[src/rtl/idac_pkg.sv]
package idac_pkg;

  typedef enum logic [1:0] {
    TL_LOW   = 2'b00,
    TL_HIGH  = 2'b01,
    TL_FLOAT = 2'b10
  } trilvl_e;

  typedef enum logic [2:0] {
    S_IDLE,
    S_RX,
    S_ACK,
    S_TX,
    S_SKIP
  } bus_st_e;

  typedef enum logic [1:0] {
    K_DEV,
    K_PTR,
    K_DATA,
    K_DONE
  } byte_kind_e;

  localparam logic [6:0] DEV_BASE = 7'h48;

  function automatic logic [3:0] sel_index(input logic [1:0] s1, input logic [1:0] s0);
    logic f1, f0;
    f1 = s1[1];
    f0 = s0[1];
    if (f1 && f0)      sel_index = 4'd8;
    else if (f1)       sel_index = 4'd4 + {3'b000, s0[0]};
    else if (f0)       sel_index = 4'd6 + {3'b000, s1[0]};
    else               sel_index = {2'b00, s1[0], s0[0]};
  endfunction

endpackage

[src/rtl/idac_sync.sv]
module idac_sync #(
  parameter int STAGES = 2,
  parameter logic RST_VAL = 1'b1
) (
  input  logic clk,
  input  logic rst,
  input  logic din,
  output logic lvl,
  output logic rise,
  output logic fall
);
  logic [STAGES-1:0] chain;
  logic              prev;

  always_ff @(posedge clk) begin
    if (rst) begin
      chain <= {STAGES{RST_VAL}};
      prev  <= RST_VAL;
    end else begin
      chain <= {chain[STAGES-2:0], din};
      prev  <= chain[STAGES-1];
    end
  end

  assign lvl  = chain[STAGES-1];
  assign rise = lvl & ~prev;
  assign fall = ~lvl & prev;
endmodule

[src/rtl/idac_addr_sel.sv]
module idac_addr_sel
  import idac_pkg::*;
(
  input  logic       clk,
  input  logic       rst,
  input  logic [1:0] sel1,
  input  logic [1:0] sel0,
  output logic [6:0] dev_addr,
  output logic       abort
);
  logic [3:0] sel_q;

  always_ff @(posedge clk) begin
    sel_q <= {sel1, sel0};
  end

  always_ff @(posedge clk) begin
    if (rst) dev_addr <= DEV_BASE + {3'b000, sel_index(sel1, sel0)};
    else     dev_addr <= DEV_BASE + {3'b000, sel_index(sel1, sel0)};
  end

  assign abort = ~rst & ({sel1, sel0} != sel_q);
endmodule

[src/rtl/idac_i2c_engine.sv]
module idac_i2c_engine
  import idac_pkg::*;
(
  input  logic       clk,
  input  logic       rst,
  input  logic       scl_lvl,
  input  logic       scl_rise,
  input  logic       scl_fall,
  input  logic       sda_lvl,
  input  logic       sda_rise,
  input  logic       sda_fall,
  input  logic [6:0] dev_addr,
  input  logic       abort,
  input  logic [7:0] rd_data,
  output logic       sda_oe,
  output logic       wr_en,
  output logic [7:0] ptr,
  output logic [7:0] wr_data
);
  bus_st_e    st;
  byte_kind_e kind;
  logic [7:0] sh;
  logic [7:0] tx_sh;
  logic [3:0] cnt;
  logic       rd_mode;
  logic       start_c, stop_c;

  assign start_c = scl_lvl & sda_fall;
  assign stop_c  = scl_lvl & sda_rise;

  always_ff @(posedge clk) begin
    if (rst) begin
      st      <= S_IDLE;
      kind    <= K_DEV;
      sh      <= '0;
      tx_sh   <= '0;
      cnt     <= '0;
      rd_mode <= 1'b0;
      sda_oe  <= 1'b0;
      wr_en   <= 1'b0;
      ptr     <= '0;
      wr_data <= '0;
    end else begin
      wr_en <= 1'b0;
      if (abort) begin
        st     <= S_IDLE;
        sda_oe <= 1'b0;
      end else if (start_c) begin
        st     <= S_RX;
        kind   <= K_DEV;
        cnt    <= '0;
        sda_oe <= 1'b0;
      end else if (stop_c) begin
        st     <= S_IDLE;
        sda_oe <= 1'b0;
      end else begin
        case (st)
          S_RX: begin
            if (scl_rise) begin
              sh  <= {sh[6:0], sda_lvl};
              cnt <= cnt + 4'd1;
            end else if (scl_fall && cnt == 4'd8) begin
              cnt <= '0;
              case (kind)
                K_DEV: begin
                  if (sh[7:1] == dev_addr) begin
                    sda_oe  <= 1'b1;
                    st      <= S_ACK;
                    rd_mode <= sh[0];
                    kind    <= K_PTR;
                    tx_sh   <= rd_data;
                  end else begin
                    st <= S_SKIP;
                  end
                end
                K_PTR: begin
                  ptr     <= sh;
                  sda_oe  <= 1'b1;
                  st      <= S_ACK;
                  rd_mode <= 1'b0;
                  kind    <= K_DATA;
                end
                default: begin
                  wr_en   <= 1'b1;
                  wr_data <= sh;
                  sda_oe  <= 1'b1;
                  st      <= S_ACK;
                  rd_mode <= 1'b0;
                  kind    <= K_DONE;
                end
              endcase
            end
          end
          S_ACK: begin
            if (scl_fall) begin
              if (rd_mode) begin
                sda_oe <= ~tx_sh[7];
                tx_sh  <= {tx_sh[6:0], 1'b0};
                cnt    <= 4'd1;
                st     <= S_TX;
              end else begin
                sda_oe <= 1'b0;
                st     <= (kind == K_DONE) ? S_SKIP : S_RX;
              end
            end
          end
          S_TX: begin
            if (scl_fall) begin
              if (cnt == 4'd8) begin
                sda_oe <= 1'b0;
                st     <= S_SKIP;
              end else begin
                sda_oe <= ~tx_sh[7];
                tx_sh  <= {tx_sh[6:0], 1'b0};
                cnt    <= cnt + 4'd1;
              end
            end
          end
          default: ;
        endcase
      end
    end
  end
endmodule

[src/rtl/idac_chan_regs.sv]
module idac_chan_regs #(
  parameter int NCH = 4,
  parameter int MAG_W = 5,
  parameter logic [7:0] REG_BASE = 8'hF8
) (
  input  logic               clk,
  input  logic               rst,
  input  logic               wr_en,
  input  logic [7:0]         ptr,
  input  logic [7:0]         wr_data,
  output logic [7:0]         rd_data,
  output logic [NCH-1:0]     ch_source,
  output logic [NCH-1:0]     ch_sink,
  output logic [NCH*MAG_W-1:0] ch_mag
);
  localparam int IDX_W = (NCH > 1) ? $clog2(NCH) : 1;
  localparam logic [8:0] TOP_EXCL = 9'(REG_BASE) + 9'(NCH);

  logic [NCH-1:0]   sgn;
  logic [MAG_W-1:0] mag [NCH];
  logic             hit;
  logic [7:0]       offs;
  logic [IDX_W-1:0] idx;
  logic             unused_rsv;

  assign hit  = ({1'b0, ptr} >= 9'(REG_BASE)) && ({1'b0, ptr} < TOP_EXCL);
  assign offs = ptr - REG_BASE;
  assign idx  = offs[IDX_W-1:0];
  assign unused_rsv = ^{wr_data[6:MAG_W], offs};

  always_ff @(posedge clk) begin
    if (rst) begin
      sgn <= '0;
      for (int i = 0; i < NCH; i++) mag[i] <= '0;
    end else if (wr_en && hit) begin
      sgn[idx] <= wr_data[7];
      mag[idx] <= wr_data[MAG_W-1:0];
    end
  end

  always_comb begin
    rd_data = '0;
    if (hit) begin
      rd_data[7]         = sgn[idx];
      rd_data[MAG_W-1:0] = mag[idx];
    end
  end

  for (genvar g = 0; g < NCH; g++) begin : g_out
    always_ff @(posedge clk) begin
      if (rst) begin
        ch_source[g]               <= 1'b0;
        ch_sink[g]                 <= 1'b0;
        ch_mag[g*MAG_W +: MAG_W]   <= '0;
      end else begin
        ch_source[g]               <= sgn[g] & (|mag[g]);
        ch_sink[g]                 <= ~sgn[g] & (|mag[g]);
        ch_mag[g*MAG_W +: MAG_W]   <= mag[g];
      end
    end
  end
endmodule

[src/rtl/idac_i2c_ctrl.sv]
module idac_i2c_ctrl #(
  parameter int NCH = 4,
  parameter int MAG_W = 5,
  parameter logic [7:0] REG_BASE = 8'hF8,
  parameter int SYNC_STAGES = 2
) (
  input  logic                 clk,
  input  logic                 rst,
  input  logic                 scl_i,
  input  logic                 sda_i,
  output logic                 sda_oe_o,
  input  logic [1:0]           sel1_i,
  input  logic [1:0]           sel0_i,
  output logic [NCH-1:0]       ch_source_o,
  output logic [NCH-1:0]       ch_sink_o,
  output logic [NCH*MAG_W-1:0] ch_mag_o
);
  logic       scl_lvl, scl_rise, scl_fall;
  logic       sda_lvl, sda_rise, sda_fall;
  logic [6:0] dev_addr;
  logic       abort;
  logic       wr_en;
  logic [7:0] ptr, wr_data, rd_data;

  idac_sync #(.STAGES(SYNC_STAGES), .RST_VAL(1'b1)) u_scl_sync (
    .clk(clk), .rst(rst), .din(scl_i),
    .lvl(scl_lvl), .rise(scl_rise), .fall(scl_fall)
  );

  idac_sync #(.STAGES(SYNC_STAGES), .RST_VAL(1'b1)) u_sda_sync (
    .clk(clk), .rst(rst), .din(sda_i),
    .lvl(sda_lvl), .rise(sda_rise), .fall(sda_fall)
  );

  idac_addr_sel u_addr (
    .clk(clk), .rst(rst), .sel1(sel1_i), .sel0(sel0_i),
    .dev_addr(dev_addr), .abort(abort)
  );

  idac_i2c_engine u_eng (
    .clk(clk), .rst(rst),
    .scl_lvl(scl_lvl), .scl_rise(scl_rise), .scl_fall(scl_fall),
    .sda_lvl(sda_lvl), .sda_rise(sda_rise), .sda_fall(sda_fall),
    .dev_addr(dev_addr), .abort(abort), .rd_data(rd_data),
    .sda_oe(sda_oe_o), .wr_en(wr_en), .ptr(ptr), .wr_data(wr_data)
  );

  idac_chan_regs #(.NCH(NCH), .MAG_W(MAG_W), .REG_BASE(REG_BASE)) u_regs (
    .clk(clk), .rst(rst), .wr_en(wr_en), .ptr(ptr), .wr_data(wr_data),
    .rd_data(rd_data), .ch_source(ch_source_o), .ch_sink(ch_sink_o),
    .ch_mag(ch_mag_o)
  );
endmodule

[config.mk]
export PLATFORM = sky130hd
export DESIGN_NAME = idac_i2c_ctrl
export DESIGN_NICKNAME = d
export VERILOG_FILES = /design/src/rtl/idac_pkg.sv /design/src/rtl/idac_sync.sv /design/src/rtl/idac_addr_sel.sv /design/src/rtl/idac_i2c_engine.sv /design/src/rtl/idac_chan_regs.sv /design/src/rtl/idac_i2c_ctrl.sv
export SDC_FILE = /design/constraint.sdc
export NUM_CORES = 1
export LEC_CHECK = 0
export ABC_CLOCK_PERIOD_IN_PS = 2300
export BUFFER_PORTS_ARGS = -buffer_cell sky130_fd_sc_hd__buf_2
export CORE_ASPECT_RATIO = 1.1
export CORE_MARGIN = 2
export CORE_UTILIZATION = 59
export DETAILED_ROUTE_END_ITERATION = 16
export GPL_ROUTABILITY_DRIVEN = 0
export PLACE_DENSITY = 0.79
export SLEW_MARGIN = 40
export SYNTH_ARGS = -nofsm -noshare
export SYNTH_HDL_FRONTEND = slang
export SYNTH_SLANG_ARGS = --single-unit
[constraint.sdc]
create_clock -name clk -period 2.3 [get_ports clk]
set_clock_uncertainty 0.1 [all_clocks]
set_input_delay 0 -clock clk [delete_from_list [all_inputs] [get_ports clk]]
set_output_delay 0 -clock clk [all_outputs]
set_load 0.05 [all_outputs]
Yosys cells after proc, flatten, opt, wreduce, memory -nomap -nowiden
Memories as Yosys holds them, arrays and structs flattened.
Cells that the tools add are included.
{"block": "word_totals", "regBits": 93, "mem_bits_rw": 20, "inputBits": 8, "output_inout_bits": 29, "elab_cells": 205, "n_memories": 1}
{"block": "op_classes", "n_addsub": 6, "magnitude_cmp": 4, "n_eq_ne": 32, "n_mux": 70, "n_bitwise": 32, "n_reduce_logical": 30}
{"name": "u_regs.mag", "depth": 4, "width": 5, "read_ports": 5, "rd_clocked_by_memory_dff": 0, "write_ports": 4, "line_no": "idac_chan_regs.sv:20", "text": "logic [MAG_W-1:0] mag [NCH];"}
{"op": "8-bit 2-to-1 mux", "n": 8}
{"op": "4-bit 2-to-1 mux", "n": 13}
{"op": "3-bit 2-to-1 mux", "n": 9}
{"op": "5-bit OR reduction", "n": 5}
{"op": "8-bit case mux with 3 select lines", "n": 1}
{"op": "6-bit AND reduction", "n": 4}
{"op": "1-bit 2-to-1 mux", "n": 22}
{"op": "7-bit AND reduction", "n": 3}
{"op": "2-bit by 1-bit != test with 1-bit output, second input constant", "n": 10}
{"op": "1-bit inverter", "n": 17}
{"op": "4-bit by 1-bit != test with 1-bit output, second input constant", "n": 4}
{"op": "1-bit bitwise AND", "n": 15}
{"op": "7-bit by 4-bit adder with 7-bit output, first input constant", "n": 2}
{"op": "2-bit 2-to-1 mux", "n": 7}
{"op": "3-bit by 1-bit != test with 1-bit output, second input constant", "n": 4}
{"op": "4-bit case mux with 3 select lines", "n": 1}
{"op": "12-bit AND reduction", "n": 1}
{"op": "5-bit 2-to-1 mux", "n": 2}
{"op": "3-bit case mux with 3 select lines", "n": 1}
{"op": "3-bit by 1-bit adder with 4-bit output, first input constant", "n": 2}
{"op": "8-bit >= comparator, second input constant", "n": 1}
{"op": "8-bit less-than comparator, second input constant", "n": 1}
{"op": "4-bit by 2-bit != test with 1-bit output, second input constant", "n": 2}
{"op": "8-bit AND reduction", "n": 1}
{"op": "other kinds (29)", "n": 38}

Longest topological paths before layout
{"block": "logic_depth", "word_depth": 9, "mapped_depth": 8, "ltp_nobuf": 7}

By module
A second synthesis with hierarchy kept.
{"block": "unflattened", "cells_unflattened": 454, "hier_area_um2": 4913.5}
{"mod": "idac_i2c_engine", "instances": 1, "cells_per_inst": 242, "area_per_inst_um2": 2285.9, "seq_area_each_um2": 880.8}
{"mod": "idac_chan_regs", "instances": 1, "cells_per_inst": 169, "area_per_inst_um2": 2145.8, "seq_area_each_um2": 1241.2}
{"mod": "idac_addr_sel", "instances": 1, "cells_per_inst": 27, "area_per_inst_um2": 296.5, "seq_area_each_um2": 180.2}
{"mod": "idac_sync", "instances": 2, "cells_per_inst": 8, "area_per_inst_um2": 92.6, "seq_area_each_um2": 60.1}

Worst setup path after synthesis
No wires, ideal clock.
{"block": "synth_timing", "path_kind": "register to register", "from": "reg u_eng.cnt[0]", "to": "reg u_eng.cnt[0]", "setup_ns": 0.074, "arrival_time_ns": 1.815, "t_required_ns": 2.126, "slack_ns": 0.310, "path_stages_with_launch": 8, "path_buffers": 0, "period_less_slack_ns": 1.990, "path_cell_list": "dfxtp_1 > inv_1 > ha_1 > and4b_1 > o21ai_2 > o311ai_2 > or4_1 > a31oi_1"}
{"block": "synth_between", "elab_chain_cells": 6, "elab_cells_between_ends": 12, "classes_between": "add/sub (1); eq/ne (3); mux (6); reduce/logical (2)"}
{"element": "start, declared", "line_no": "idac_i2c_engine.sv:24", "text": "logic [3:0] cnt;"}
{"element": "start signal, assigned", "line_no": "idac_i2c_engine.sv:61", "text": "cnt <= cnt + 4'd1;"}
{"element": "start signal, assigned", "line_no": "idac_i2c_engine.sv:115", "text": "cnt <= cnt + 4'd1;"}
{"element": "4-bit by 1-bit adder with 4-bit output", "line_no": "idac_i2c_engine.sv:61, idac_i2c_engine.sv:115"}
{"element": "4-bit 2-to-1 mux", "line_no": "idac_i2c_engine.sv:109", "text": "if (cnt == 4'd8) begin"}
{"element": "4-bit 2-to-1 mux", "line_no": "idac_i2c_engine.sv:108", "text": "if (scl_fall) begin"}
{"element": "4-bit case mux with 3 select lines", "line_no": "idac_i2c_engine.sv:57", "text": "case (st)"}
{"element": "4-bit 2-to-1 mux", "line_no": "idac_i2c_engine.sv:53", "text": "end else if (stop_c) begin"}
{"element": "4-bit 2-to-1 mux", "line_no": "idac_i2c_engine.sv:48", "text": "end else if (start_c) begin"}
Several ways; a longest one is shown, not always the timed one. The select of a mux whose other input is x is not followed.
A chain may end at the register's enable or synchronous reset.

Worst setup path after layout
{"block": "layout_timing", "from": "reg u_eng.cnt[1]", "to": "reg u_eng.cnt[0]"}
{"block": "layout_between", "elab_chain_cells": 4, "elab_cells_between_ends": 5, "classes_between": "eq/ne (3); reduce/logical (2)"}
{"element": "4-bit equality test (*)", "line_no": "idac_i2c_engine.sv:62, idac_i2c_engine.sv:109"}
{"element": "1-bit logical AND", "line_no": "idac_i2c_engine.sv:62", "text": "end else if (scl_fall && cnt == 4'd8) begin"}
{"element": "4-bit by 2-bit != test with 1-bit output (no line)"}
{"element": "8-bit AND reduction (no line) (*)"}
Mark *: on every way between the ends. The rest lies on a longest branch, timed or not.

==> impl_results.md <==
* Via-to-Cell Ratio at 5.57
* Vias in the first global route at 3106
* Wire length on met3 at 459 um
* Die area at 8410 sq um
* Routed WL at 9410 um
* Least-Margin Pin Slew at 0.481 ns
* Core ar. at 7470 sq um
* Ports at 37
* Flops & latches, synth at 111
* Routed length on met2 at 4630 um
* Max-Cap Viols at 0
* Post-route antenna net violation count at 0
* GRT Residual Overflow at 0
* Rows at 33
* Postcts setup bufs at 0
* Worst min-delay path category: input pin to register
* Post-Route Utilization at 68.3%
* Peak supply drop at 0.625 mV
* Critical-path cell list: inv_1 > ha_1 > and4b_1 > o21ai_2 > o311ai_4 > or4_1 > a31oi_1
* Root Driver: clkbuf_8
* NumNets Final at 481
* Run status: finished clean
* CP endpoint kind: register
* Overall Global Routing Usage at 23.7%
* Leakage at 1.99 nW
* Final HPWL DP at 6840 um
* Drt wl/cell at 16.2 um
* CP Class: register to register
* Synthesized area per cell at 10.6 sq um
* P per Cell Area at 687 nW/um^2
* Drc violations at 0
* Async SR Flop Fraction at 0%
* Die W at 87.6 um
* Largest net degree at the start of global routing at 85
* Met1 WL at 4170 um
* N_diodes at 0
* Max clock buf depth at 2
* Vias at 3239
* Slowest stage delay, CP at 0.50 ns
* TritonCTS clock tree: yes
* Share of layout cells above drive strength 1 at 18.3%
* Worst path required time at 2.50 ns
* Mapped cell area at 4540 sq um
* Clk Latency, worst-skew pair at 0.38 ns
* Yosys Warn Count at 0
* Initial antenna violation count at 0
* Post-layout power at 3.51 mW
* Arr. time, crit path at 2.39 ns
* Mapped Cells at 427
* Inst Count DP at 559
* Die height at 96.0 um
* Critical Path Start Type: register
* DRT Pass-1 Iters at 5
* Num CTS Buffers at 9
* Clock H-tree levels at 3
* Syn nets at 437
* Register clock-pin slew on the reported worst setup and hold paths at 0.10 ns
* Max Slew Vio Count at 0
* Initial Util at 60.7%
* Final hold vios at 0
* Final Instance Count excl. Fillers at 581
* Post-synth top flop: dfxtp_1
* Slowest CP cell: or4_1
* Setup ws final at 0.116 ns
* Relative slew margins at 67.9%
* Yosys cell types at 64
* Max Fclk at 458 MHz
* Place WS at 0.134 ns
* Sink Count at 111
* Post-synthesis sequential area ratio at 53.4%
* Crit path time final at 2.18 ns
* Uppermost layer routed: met4
* First-pass GRT wire length at 15200 um
* Port Buffers at 36
* Area grow syn2layout at 12.5%
* Number of synthesized flops with an enable pin at 20
* Final period util at 95.0%
* Worst Path Max Fanout at 6
* DRT iter0 DRCs at 182
* Final setup violation count at 0
-- layer usage --
metal	up-vias	GRT usage, %
met3	14	5.32
met5	-	0
met2	88	39.0
met4	0	7.44
li1	1598	-
met1	1539	31.2
-- worst max-delay path, delay by kind of cell (launching register included) --
family	cells	cell delay (ns)
buffers and inverters	1	0.08
AOI/OAI and AO/OA	3	0.58
and+or+nand+nor	2	0.76
adders and majority gates	1	0.21
DFF	1	0.39
-- cells in the final DEF (no fill, tap or decap), types with 3 or more instances in the layout --
| cell | netlist | final |
|---|---|---|
| edfxtp_1 | 20 | 20 |
| buf_2 | 1 | 36 |
| nand3_1 | 10 | 10 |
| o21ai_0 | 7 | 7 |
| nand3b_1 | 3 | 3 |
| inv_1 | 13 | 13 |
| dfxtp_1 | 91 | 90 |
| nor3_1 | 7 | 7 |
| nor2_1 | 60 | 60 |
| buf_4 | 3 | 10 |
| a311oi_1 | 5 | 5 |
| o21a_1 | 3 | 3 |
| nor2b_1 | 26 | 26 |
| and4b_1 | 3 | 3 |
| and3b_1 | 4 | 4 |
| nand2_1 | 20 | 20 |
| nand2b_1 | 8 | 8 |
| xnor2_1 | 8 | 8 |
| a21oi_1 | 15 | 15 |
| clkbuf_8 | 2 | 9 |
| nand4_1 | 7 | 7 |
| or2_2 | 11 | 11 |
| mux2i_1 | 27 | 27 |
| mux4_1 | 3 | 3 |
| or4_1 | 5 | 5 |
| nor3b_1 | 6 | 6 |
| and4_1 | 3 | 3 |
| dlygate4sd3_1 | 0 | 6 |
-- power breakdown --
| group | switching (mW) | internal (mW) |
|---|---|---|
| registers | 0.0307 | 2.03 |
| logic | 0.162 | 0.0725 |
| clock network | 0.686 | 0.527 |
-- cells by family after synthesis --
family | count (synthesis) | share of synthesized area (%)
compound gates | 53 | 8.44
xor+xnor | 10 | 1.93
fa+ha+maj | 2 | 0.551
buf+inv | 33 | 3.75
flops | 111 | 53.4
mux | 33 | 9.29
simple gates | 185 | 22.7
-- path summary, 6_finish.rpt --
kind	startpoint	endpoint	slack, ns	cells after the start
worst min-delay path	rst	u_eng.sh[6]	0.006	3
worst max-delay path	u_eng.cnt[1]	u_eng.cnt[0]	0.12	7
worst min register to register	u_sda_sync.chain[0]	u_sda_sync.chain[1]	0.33	1
worst max register to register	u_eng.cnt[1]	u_eng.cnt[0]	0.12	7
-- cell type report --
cell class              instances  area, sq um
flip-flops and latches        111         2420
fillers                       557         2370
multi-input cells             283         1960
repair buffers                 53          335
well taps                     105          131
clock buffers                   9          124
clock inverters                 7         87.6
inverters                      13         48.8
-- repair_timing --
action	CTS	global route
endpoints found under the setup margin	0	2
hold endpoints to repair	11	0
hold buffers	6	0
gates resized for setup	0	2
-- flip-flops by register name, indices dropped and copies added (netlist names), 2 cells and up, named ones only --
name              cells
u_eng.ptr             8
u_eng.kind            2
u_regs.ch_mag        20
u_scl_sync.chain      2
u_regs.ch_sink        4
u_addr.sel_q          4
u_regs.mag           20
u_addr.dev_addr       5
u_eng.wr_data         6
u_eng.tx_sh           8
u_eng.cnt             4
u_regs.sgn            4
u_sda_sync.chain      2
u_regs.ch_source      4
u_eng.st              3
u_eng.sh              8
-- cell usage after synthesis, types with 4 or more instances --
cell,count,share of area [%]
a21oi_1,15,1.7
a311oi_1,5,0.96
and3b_1,4,0.77
clkbuf_1,11,0.91
dfxtp_1,91,40
edfxtp_1,20,13
inv_1,13,1.1
mux2i_1,27,6.0
nand2_1,20,1.7
nand2b_1,8,1.1
nand3_1,10,1.1
nand4_1,7,0.96
nor2_1,60,5.0
nor2b_1,26,3.6
nor3_1,7,0.77
nor3b_1,6,0.99
o21ai_0,7,0.77
or2_2,11,1.5
or4_1,5,0.83
xnor2_1,8,1.5
-- metrics by stage --
step           hold WS, ns  TNS [ns]  area [sq um]
5_1_grt             0.0133   -0.0148          5110
2_1_floorplan      -0.0723         0          4540
3_5_place_dp        0.0514         0          4820
4_1_cts             0.0150         0          5090
3_3_place_gp        0.0411         0          4820
6_report           0.00635         0          5110
No activity file was read; power rests on OpenSTA's default activity.
